$ cat src/rtl/sadc_pkg.sv
package sadc_pkg;

    localparam int CMD_W = 8;

    // Command layout, MSB first: start, channel, polarity, input type, power
    typedef struct packed {
        logic       start;
        logic [2:0] chan;
        logic       unipolar;
        logic       single;
        logic [1:0] pwr;
    } sadc_cmd_t;

    // Serial clock events, qualified by an active select
    typedef struct packed {
        logic sel;
        logic rise;
        logic fall;
    } sadc_ev_t;

    function automatic sadc_cmd_t sadc_unpack(input logic [CMD_W-1:0] raw);
        return sadc_cmd_t'(raw);
    endfunction

endpackage

$ cat src/rtl/sadc_edge.sv
module sadc_edge
    import sadc_pkg::*;
(
    input  logic     clk,
    input  logic     rst,
    input  logic     cs_n,
    input  logic     sclk,
    output sadc_ev_t ev
);

    logic sclk_q;

    always_ff @(posedge clk) begin
        if (rst) sclk_q <= 1'b0;
        else     sclk_q <= sclk;
    end

    always_comb begin
        ev.sel  = ~cs_n;
        ev.rise = ~cs_n &  sclk & ~sclk_q;
        ev.fall = ~cs_n & ~sclk &  sclk_q;
    end

endmodule

$ cat src/rtl/sadc_cmd_rx.sv
module sadc_cmd_rx
    import sadc_pkg::*;
(
    input  logic             clk,
    input  logic             rst,
    input  sadc_ev_t         ev,
    input  logic             din,
    input  logic             arm,
    output logic             cmd_done,
    output logic [CMD_W-1:0] cmd_raw
);

    localparam int CW = $clog2(CMD_W + 1);

    logic [CW-1:0]    cnt;
    logic [CMD_W-1:0] shreg;
    logic             armed;

    always_ff @(posedge clk) begin
        if (rst || !ev.sel) begin
            cnt   <= '0;
            shreg <= '0;
            armed <= 1'b1;
        end else begin
            if (arm) armed <= 1'b1;
            if (ev.rise) begin
                if (cnt == '0) begin
                    if (armed && din) begin
                        shreg <= {shreg[CMD_W-2:0], 1'b1};
                        cnt   <= CW'(1);
                        armed <= 1'b0;
                    end
                end else if (cnt < CW'(CMD_W)) begin
                    shreg <= {shreg[CMD_W-2:0], din};
                    cnt   <= cnt + CW'(1);
                end
            end
            if (ev.fall && cnt == CW'(CMD_W)) cnt <= '0;
        end
    end

    assign cmd_done = ev.fall && (cnt == CW'(CMD_W));
    assign cmd_raw  = shreg;

endmodule

$ cat src/rtl/sadc_conv_seq.sv
module sadc_conv_seq
    import sadc_pkg::*;
#(
    parameter int RES_W      = 8,
    parameter int CONV_FALLS = 2
) (
    input  logic             clk,
    input  logic             rst,
    input  sadc_ev_t         ev,
    input  logic             cmd_done,
    input  logic [RES_W-1:0] adc_result,
    output logic             conv_start,
    output logic             strobe,
    output logic             arm,
    output logic             dout,
    output logic             dout_en
);

    localparam int BW = $clog2(CONV_FALLS + 2);
    localparam int TW = $clog2(RES_W + 1);

    logic [BW-1:0]    busy;
    logic [TW-1:0]    tx_left;
    logic [RES_W-1:0] tx_sh;

    always_ff @(posedge clk) begin
        if (rst || !ev.sel) begin
            busy       <= '0;
            strobe     <= 1'b0;
            tx_left    <= '0;
            tx_sh      <= '0;
            conv_start <= 1'b0;
            arm        <= 1'b0;
        end else begin
            conv_start <= 1'b0;
            arm        <= 1'b0;
            if (ev.fall) begin
                // result shifting
                if (tx_left > TW'(1)) begin
                    tx_sh   <= {tx_sh[RES_W-2:0], 1'b0};
                    tx_left <= tx_left - TW'(1);
                end else if (tx_left == TW'(1)) begin
                    tx_left <= '0;
                end
                // conversion timing
                if (cmd_done) begin
                    conv_start <= 1'b1;
                    busy       <= BW'(CONV_FALLS);
                    strobe     <= (CONV_FALLS == 1);
                end else if (busy > BW'(1)) begin
                    busy   <= busy - BW'(1);
                    strobe <= (busy == BW'(2));
                end else if (busy == BW'(1)) begin
                    busy    <= '0;
                    strobe  <= 1'b0;
                    tx_sh   <= adc_result;
                    tx_left <= TW'(RES_W);
                    arm     <= 1'b1;
                end
            end
        end
    end

    assign dout_en = (tx_left != '0);
    assign dout    = dout_en & tx_sh[RES_W-1];

endmodule

$ cat src/rtl/sadc_serial_if.sv
module sadc_serial_if
    import sadc_pkg::*;
#(
    parameter int RES_W      = 8,
    parameter int CONV_FALLS = 2
) (
    input  logic             clk,
    input  logic             rst,
    input  logic             cs_n,
    input  logic             sclk,
    input  logic             din,
    input  logic [RES_W-1:0] adc_result,
    output logic             dout,
    output logic             dout_en,
    output logic             strobe,
    output logic             conv_start,
    output logic [2:0]       cmd_chan,
    output logic             cmd_unipolar,
    output logic             cmd_single,
    output logic [1:0]       cmd_pwr
);

    sadc_ev_t         ev;
    logic             cmd_done;
    logic             arm;
    logic [CMD_W-1:0] cmd_raw;
    sadc_cmd_t        cmd_q;

    sadc_edge u_edge (
        .clk  (clk),
        .rst  (rst),
        .cs_n (cs_n),
        .sclk (sclk),
        .ev   (ev)
    );

    sadc_cmd_rx u_rx (
        .clk      (clk),
        .rst      (rst),
        .ev       (ev),
        .din      (din),
        .arm      (arm),
        .cmd_done (cmd_done),
        .cmd_raw  (cmd_raw)
    );

    sadc_conv_seq #(
        .RES_W      (RES_W),
        .CONV_FALLS (CONV_FALLS)
    ) u_seq (
        .clk        (clk),
        .rst        (rst),
        .ev         (ev),
        .cmd_done   (cmd_done),
        .adc_result (adc_result),
        .conv_start (conv_start),
        .strobe     (strobe),
        .arm        (arm),
        .dout       (dout),
        .dout_en    (dout_en)
    );

    always_ff @(posedge clk) begin
        if (rst)           cmd_q <= '0;
        else if (cmd_done) cmd_q <= sadc_unpack(cmd_raw);
    end

    assign cmd_chan     = cmd_q.chan;
    assign cmd_unipolar = cmd_q.unipolar;
    assign cmd_single   = cmd_q.single;
    assign cmd_pwr      = cmd_q.pwr;

endmodule

$ cat config.mk
export PLATFORM = sky130hd
export DESIGN_NAME = sadc_serial_if
export DESIGN_NICKNAME = d
export VERILOG_FILES = /design/src/rtl/sadc_pkg.sv /design/src/rtl/sadc_edge.sv /design/src/rtl/sadc_cmd_rx.sv /design/src/rtl/sadc_conv_seq.sv /design/src/rtl/sadc_serial_if.sv
export SDC_FILE = /design/constraint.sdc
export NUM_CORES = 1
export LEC_CHECK = 0
export ABC_CLOCK_PERIOD_IN_PS = 4900
export BUFFER_PORTS_ARGS = -buffer_cell sky130_fd_sc_hd__buf_2
export CAP_MARGIN = 20
export CELL_PAD_IN_SITES_DETAIL_PLACEMENT = 1
export CELL_PAD_IN_SITES_GLOBAL_PLACEMENT = 1
export CORE_MARGIN = 2
export CORE_UTILIZATION = 45
export CTS_CLUSTER_SIZE = 28
export DETAILED_ROUTE_END_ITERATION = 8
export GPL_TIMING_DRIVEN = 1
export HOLD_SLACK_MARGIN = 0.12
export PLACE_DENSITY_LB_ADDON = 0.15
export SLEW_MARGIN = 0
export SYNTH_ARGS = -nofsm -noshare
export SYNTH_HDL_FRONTEND = slang
export SYNTH_HIERARCHICAL = 1
export SYNTH_SLANG_ARGS = --single-unit
$ cat constraint.sdc
create_clock -name clk -period 4.9 [get_ports clk]
set_clock_uncertainty 0.1 [all_clocks]
set_input_delay 0.98 -clock clk [delete_from_list [all_inputs] [get_ports clk]]
set_output_delay 0.98 -clock clk [all_outputs]
set_load 0.01 [all_outputs]
Word-level counts from Yosys, hierarchy flattened
Index checks and enable logic that the tools add are counted.
W data, S select, Z words.
{"block": "word_totals", "regBits": 37, "latchBits": 0, "mem_bits_rw": 0, "rom_bits": 0, "inputBits": 13, "out_inout_bits": 11, "wordCells": 73, "memories": 0}
{"block": "op_classes", "n_addsub": 3, "mul": 0, "n_div": 0, "n_lt_le_gt_ge": 3, "n_eq_ne": 5, "n_shift": 0, "muxes": 27, "n_bitwise": 9, "n_reduce_logical": 12}
{"operator": "$mux W4", "n": 8}
{"operator": "$mux W8", "n": 4}
{"operator": "$mux W7", "n": 3}
{"operator": "$mux W1", "n": 9}
{"operator": "$mux W2", "n": 3}
{"operator": "$and A1 B1 Y1", "n": 5}
{"operator": "$add A4 B1 Y4 const B", "n": 1}
{"operator": "$eq A4 B1 Y1 const B", "n": 1}
{"operator": "$eq A4 B4 Y1 const B", "n": 1}
{"operator": "$gt A4 B1 Y1 const B", "n": 1}
{"operator": "$logic_not A4 Y1", "n": 1}
{"operator": "$lt A4 B4 Y1 const B", "n": 1}
{"operator": "$not A1 Y1", "n": 4}
{"operator": "$reduce_bool A4 Y1", "n": 1}
{"operator": "$reduce_or A2 Y1", "n": 2}
{"operator": "$reduce_or A4 Y1", "n": 1}
{"operator": "$sub A4 B1 Y4 const B", "n": 1}
{"operator": "$reduce_and A3 Y1", "n": 1}
{"operator": "$reduce_bool A3 Y1", "n": 1}
{"operator": "$eq A2 B1 Y1 const B", "n": 1}
{"operator": "$eq A2 B2 Y1 const B", "n": 1}
{"operator": "$gt A2 B1 Y1 const B", "n": 1}
{"operator": "$logic_and A1 B1 Y1", "n": 2}
{"operator": "$ne A2 B2 Y1 const B", "n": 1}
{"operator": "4 further kinds", "n": 4}

Depth between registers and ports, before layout
Gate-level depths: netlist (run 1).
{"block": "logic_depth", "ltp_word": 6, "depth_mapped": 8, "ltp_nobuf": 7}

Hierarchy
Netlist (run 1), hierarchy kept.
{"module": "sadc_conv_seq", "n_inst": 1, "cells_per_inst": 89, "area_per_inst_um2": 837.1}
{"module": "sadc_cmd_rx", "n_inst": 1, "cells_per_inst": 62, "area_per_inst_um2": 619.3}
{"module": "sadc_serial_if", "n_inst": 1, "cells_per_inst": 22, "area_per_inst_um2": 247.7}
{"module": "sadc_edge", "n_inst": 1, "cells_per_inst": 5, "area_per_inst_um2": 55.1}

Worst setup path before layout (run 1)
No wires, ideal clock.
{"block": "synth_timing", "path_kind": "input-to-reg", "from": "in cs_n", "to": "reg u_seq.tx_sh[0]", "setup_ps": 61, "t_arrival_ps": 2245, "required_ps": 4739, "setup_slack_ps": 2494, "path_stages": 6, "path_buffers": 0, "path_cell_list": "nor3b_2 > nand4b_2 > inv_1 > nor3b_4 > o41ai_4 > a32o_1"}
{"block": "synth_via", "elab_chain_cells": 5, "elab_cells_between_ends": 6, "classes_between": "1 x mux; 3 x bitwise; 2 x reduce/logical"}
{"element": "start, declared", "line": "sadc_serial_if.sv:9", "rtl": "input logic cs_n,"}
{"element": "$not A1 Y1"}
{"element": "$and A1 B1 Y1 (2 in series)", "line": "sadc_edge.sv:21", "rtl": "ev.fall = ~cs_n & ~sclk & sclk_q;"}
{"element": "$logic_and A1 B1 Y1", "line": "sadc_cmd_rx.sv:42", "rtl": "assign cmd_done = ev.fall && (cnt == CW'(CMD_W));"}
{"element": "net cmd_done", "line": "sadc_serial_if.sv:24", "rtl": "logic cmd_done;"}
{"element": "$mux W8", "line": "sadc_conv_seq.sv:46", "rtl": "if (cmd_done) begin"}
{"element": "end signal, assigned", "line": "sadc_conv_seq.sv:40", "rtl": "tx_sh <= {tx_sh[RES_W-2:0], 1'b0};"}
{"element": "end signal, assigned", "line": "sadc_conv_seq.sv:56", "rtl": "tx_sh <= adc_result;"}
{"element": "end, declared", "line": "sadc_conv_seq.sv:24", "rtl": "logic [RES_W-1:0] tx_sh;"}
The timed path passes the listed nets, and every way through them passes these cells.
A chain may end at the register's enable or synchronous reset.

==> out/metrics.cfg, run 1 <==
[clocking]
cts_resized = 0
worstSkewPairLatency_ns = 0.28
cts_root_buffer = clkbuf_8
clockBufferDepth = 2
htreeDepth = 2
cts_sinks = 36
ctsHoldBuffers = 0
cts_tree = yes
numCtsBuffers = 5
clk_pin_slew_ns = 0.07
post_cts_buffers = 0

[floorplan]
io_pins = 24
die_area_um2 = 4350
die_w_um = 65.9
core_area_um2 = 3660
fp.dieH_um = 65.9
num_rows = 22
initial_utilization_pct = 47.1

[power_and_ir_drop]
power_frac_seq_pct = 51.0
swShare_pct = 21.3
pwr-share-comb_pct = 4.3
cellPowerDensity_nw_per_um2 = 295
leakage_nw = 0.742
p_sw_uw = 123
internal-power_uw = 454
pwr-share-clk_pct = 44.7
peakVddDrop_mv = 0.172

[synthesis]
synth_cells = 175
syn_avg_cell_area_um2 = 9.86
syn_nets = 192
synth.cell_area_um2 = 1730
yosysWarnings = 6

[worst_setup_path]
worstPathRequired_ns = 5.02
crit_family = compound AO/OA/AOI/OAI gates
r2r_setup_slack_ns = 2.39
cpMaxStageDelayCell = o41ai_4
path_buf_inv = 3
reg2reg_to = u_seq/tx_sh[0]
r2r_cells = 7
r2r-start = u_edge/sclk_q
endpoint_kind = register
critPathMaxFanout = 14
criticalPathCategory = input pin to register
slowest_delay_ns = 0.55
start_kind = input pin
path_cells = buf_2 > nor3b_2 > buf_4 > nand4b_2 > inv_1 > nor3b_4 > o41ai_4 > a32o_1
worstPathArrival_ns = 3.11

[layout]
final_common_cell = dfxtp_1
fin_cells = 246
nFillCells = 429
area_growth_pct = 13.4
drive_above_1_share_pct = 23.7
antenna_cells = 0
layout_common_cells = 36 x dfxtp_1, 23 x buf_2, 16 x nor2_1
nets = 214

[worst_hold_path]
min-delay-start = u_seq/tx_sh[2]
min_to = u_seq/tx_sh[2]
worstHoldPathCells = 2
hold_class = register to register

[run]
drv_cap = 0

[global_route]
antenna_found_initial = 0
grt_max_degree = 15
grtUsageTotal_pct = 19.5
grt_pass1_wl_um = 6510
grt-ovfl-total = 0
grt_pass1_vias = 1439

[drt]
num_vias = 1365
ant_nets = 0
drt_iter0_drc = 67
drc = 0
drtPass1Iterations = 4
drt_wl_total_um = 3750
wl_per_cell_um = 15.2
viasPerCell = 5.55

[sta]
fin_crit_ns = 2.99
whs_ns = 0.362
fin_tns_setup_ns = 0
slew_viol_final = 0
hold_viol_final = 0
setup_viol = 0
worst_pin_slew_ns = 0.748
min_period_over_period_pct = 61.0
max_slew_margin_pct = 50.0
grt_setup_unrepaired = false
fmax_mhz = 335

[placement]
place_congestion = 0.784
dp_hpwl_um = 2680
place_inst = 238
port_buffers = 23

[outcome]
status = complete, no violations

==> power groups by stage <==
| stage | Clock [mW] | Combinational [mW] | Sequential, mW |
|---|---|---|---|
| floorplan | 0 | 0.0154 | 0.301 |
| global placement | 0 | 0.0238 | 0.301 |
| detailed placement | 0 | 0.0246 | 0.301 |
| CTS | 0.265 | 0.0251 | 0.294 |
| global route | 0.277 | 0.0276 | 0.294 |
| finish | 0.258 | 0.0248 | 0.294 |
==> layout make-up <==
type / instances / area [µm²] / area share, %
inverters: 15 / 56.3 / 2.88
well taps: 48 / 60.1 / 3.07
multi-input cells: 115 / 886 / 45.3
repair buffers: 24 / 123 / 6.27
clock buffers: 5 / 68.8 / 3.52
clock inverters: 3 / 42.5 / 2.17
flip-flops and latches: 36 / 721 / 36.8
==> flip-flops by register name, indices dropped and copies added (netlist names) <==
signal / cells
cmd_chan: 3
u_edge/sclk_q: 1
u_rx/cmd_raw: 7
u_seq/busy: 2
u_seq/conv_start: 1
u_seq/tx_sh: 8
cmd_unipolar: 1
cmd_pwr: 2
cmd_single: 1
u_seq/tx_left: 4
u_rx/cnt: 4
u_seq/arm: 1
u_rx/armed: 1
==> tightest hold or removal path: stages (launching register included) <==
cell	delay, ns
dfxtp_1	0.32
inv_1	0.05
a211oi_1	0.05
==> metrics by stage <==
| step | area, µm² | worst slack, ns | utilization [%] | power (mW) |
|---|---|---|---|---|
| 6_report | 1960 | 1.91 | 53.5 | 0.576 |
| 5_1_grt | 1960 | 1.73 | 53.5 | 0.599 |
| 4_1_cts | 1960 | 1.90 | 53.5 | 0.584 |
| 3_5_place_dp | 1850 | 1.61 | 50.4 | 0.325 |
| 3_3_place_gp | 1850 | 1.71 | 50.4 | 0.325 |
| 2_1_floorplan | 1730 | 2.49 | - | 0.316 |
==> worst max path at each step <==
stage | from | endpoint | slack, ns | cells after the start
2_1_floorplan | cs_n | u_seq/tx_sh[0] | 2.49 | 6
3_3_place_gp | cs_n | u_seq/tx_sh[0] | 1.71 | 8
3_5_place_dp | cs_n | u_seq/tx_sh[5] | 1.61 | 8
4_1_cts | cs_n | u_seq/tx_sh[0] | 1.90 | 8
5_1_grt | cs_n | u_seq/tx_sh[0] | 1.73 | 8
6_report | cs_n | u_seq/tx_sh[0] | 1.91 | 8
==> metal layers <==
metal  global-route usage (%)  share of wire [%]  vias to the layer above
met5                        0                  0                        -
met3                     5.11                4.0                        2
met2                     32.3                 48                       25
li1                         -                  -                      676
met1                     24.9                 48                      662
met4                     5.47               0.45                        0
No activity file was read; power rests on OpenSTA's default activity.
==> inputs of run 2 (changes only) <==
--- a/config.mk
+++ b/config.mk
@@ -5,13 +5,13 @@
 export SDC_FILE = /design/constraint.sdc
 export NUM_CORES = 1
 export LEC_CHECK = 0
-export ABC_CLOCK_PERIOD_IN_PS = 4900
+export ABC_CLOCK_PERIOD_IN_PS = 2900
 export BUFFER_PORTS_ARGS = -buffer_cell sky130_fd_sc_hd__buf_2
 export CAP_MARGIN = 20
 export CELL_PAD_IN_SITES_DETAIL_PLACEMENT = 1
 export CELL_PAD_IN_SITES_GLOBAL_PLACEMENT = 1
 export CORE_MARGIN = 2
-export CORE_UTILIZATION = 45
+export CORE_UTILIZATION = 43
 export CTS_CLUSTER_SIZE = 28
 export DETAILED_ROUTE_END_ITERATION = 8
 export GPL_TIMING_DRIVEN = 1
==> constraint.sdc (replaced) <==
create_clock -name clk -period 2.9 [get_ports clk]
set_clock_uncertainty 0.1 [all_clocks]
set_input_delay 0.58 -clock clk [delete_from_list [all_inputs] [get_ports clk]]
set_output_delay 0.58 -clock clk [all_outputs]
set_load 0.01 [all_outputs]
==> out/metrics.cfg, run 2 (same netlist as run 1, synthesis figures left out) <==
[outcome]
status = complete, no violations

[drt]
ant_nets = 0  ; unchanged
viasPerCell = 5.60  ; +0.98%
wl_per_cell_um = 15.8  ; +3.6%
drc = 0  ; unchanged
num_vias = 1412  ; +3.4%
drt_iter0_drc = 58  ; -13%
drtPass1Iterations = 4  ; unchanged
drt_wl_total_um = 3980  ; +6.1%

[worst_setup_path]
cpMaxStageDelayCell = or3b_4
criticalPathCategory = register to output port
worstPathRequired_ns = 2.22  ; -2.80 ns
critPathMaxFanout = 6  ; -8
slowest_delay_ns = 0.43  ; -0.12 ns
r2r_setup_slack_ns = 0.83  ; -1.56 ns
start_kind = register
path_cells = inv_1 > ha_1 > or3b_4 > buf_2
worstPathArrival_ns = 1.57  ; -1.54 ns
endpoint_kind = output port

[clocking]
cts_sinks = 36  ; unchanged
htreeDepth = 2  ; unchanged
ctsHoldBuffers = 0  ; unchanged
cts_root_buffer = clkbuf_8
cts_tree = yes
clk_pin_slew_ns = 0.08  ; about the same
worstSkewPairLatency_ns = 0.29  ; about the same
numCtsBuffers = 5  ; unchanged
cts_resized = 0  ; unchanged
post_cts_buffers = 0  ; unchanged
clockBufferDepth = 2  ; unchanged

[power_and_ir_drop]
peakVddDrop_mv = 0.249  ; +45%
cellPowerDensity_nw_per_um2 = 494  ; +68%
leakage_nw = 0.763  ; +2.7%

[layout]
ff_latch_area_um2 = 721  ; unchanged
area_growth_pct = 15.3
layout_common_cells = 36 x dfxtp_1, 23 x buf_2, 16 x nor2_1
fin_cells = 252  ; +2.4%
nFillCells = 440  ; +2.6%
drive_above_1_share_pct = 25.2  ; +1.5 points
stdcell_area_um2 = 1990  ; +1.7%
final_core_util_pct = 50.5  ; -3.0 points
antenna_cells = 0  ; unchanged
multi_input_area_um2 = 886  ; unchanged
nets = 218  ; +1.9%
largest_reg_flops = 8  ; unchanged
regMostFlops = u_seq/tx_sh
final_common_cell = dfxtp_1

[sta]
setup_viol = 0  ; unchanged
min_period_over_period_pct = 77.6
worst_pin_slew_ns = 0.590  ; -0.158 ns
max_slew_margin_pct = 60.7  ; +11 points
slew_viol_final = 0  ; unchanged
fmax_mhz = 444
fin_tns_setup_ns = 0  ; unchanged
hold_viol_final = 0  ; unchanged
fin_crit_ns = 2.25
grt_setup_unrepaired = false

[global_route]
grt_pass1_vias = 1404  ; -2.4%
antenna_found_initial = 0  ; unchanged
grt_max_degree = 15  ; unchanged
grt-ovfl-total = 0  ; unchanged
grtUsageTotal_pct = 20.3  ; +0.77 points
grt_pass1_wl_um = 6810  ; +4.7%

[placement]
place_inst = 244  ; +2.5%
port_buffers = 23  ; unchanged
placed_area_um2 = 1880  ; +1.8%
dp_hpwl_um = 2880  ; +7.2%
place_congestion = 0.773  ; -1.4%

[worst_hold_path]
hold_class = register to register

[run]
drv_cap = 0  ; unchanged

[floorplan]
num_rows = 23  ; +4.5%
core_area_um2 = 3940  ; +7.7%
io_pins = 24  ; unchanged
fp.dieH_um = 67.3  ; +2.2%
die_area_um2 = 4540  ; +4.4%
die_w_um = 67.3  ; +2.2%
initial_utilization_pct = 43.8  ; -3.4 points

[run 2: path summary, 6_finish.rpt]
kind,start,endpoint,depth (start not counted)
setup / recovery,u_seq/tx_left[1],dout_en,4
hold / removal,u_seq/tx_sh[1],u_seq/tx_sh[1],2
setup reg to reg,u_rx/cnt[0],u_seq/tx_sh[2],8
hold reg to reg,u_seq/tx_sh[1],u_seq/tx_sh[1],2
[run 2: worst max-delay path: cells and delay by family, from the launching register on]
family	cells	cell delay (ns)
adders and majority gates	1	0.26
buffers and inverters	2	0.25
DFF	1	0.33
and+or+nand+nor	1	0.43
[run 2: per-stage QoR]
step	worst slack [ns]	hold slack, ns	power (mW)
2_1_floorplan	0.894	0.326	0.534
6_report	0.648	0.350	0.983
3_3_place_gp	0.619	0.335	0.550
3_5_place_dp	0.516	0.341	0.552
4_1_cts	0.645	0.355	0.995
5_1_grt	0.549	0.373	1.02
[run 2: cell type report]
cell class	count	area share, %
clock buffer	5	3.46
clock inverter	3	2.14
inverter	15	2.83
multi-input combinational	115	44.5
sequential	36	36.2
tap	50	3.14
timing repair buffer	28	7.67
[run 2: per-layer routing]
metal  track usage (%)  wire (µm)  vias up
li1                  -          -      684
met4              7.65         63        0
met1              26.1       1770      698
met2              32.7       2000       25
met5                 0          0        -
met3              5.17        143        5
[run 2: power breakdown]
group	leakage, nW	total [mW]	switching [mW]	internal (mW)
combinational	0.418	0.0429	0.0254	0.0175
clock	0.0541	0.443	0.189	0.254
sequential	0.290	0.497	0.00119	0.495
total	0.763	0.983	0.215	0.767
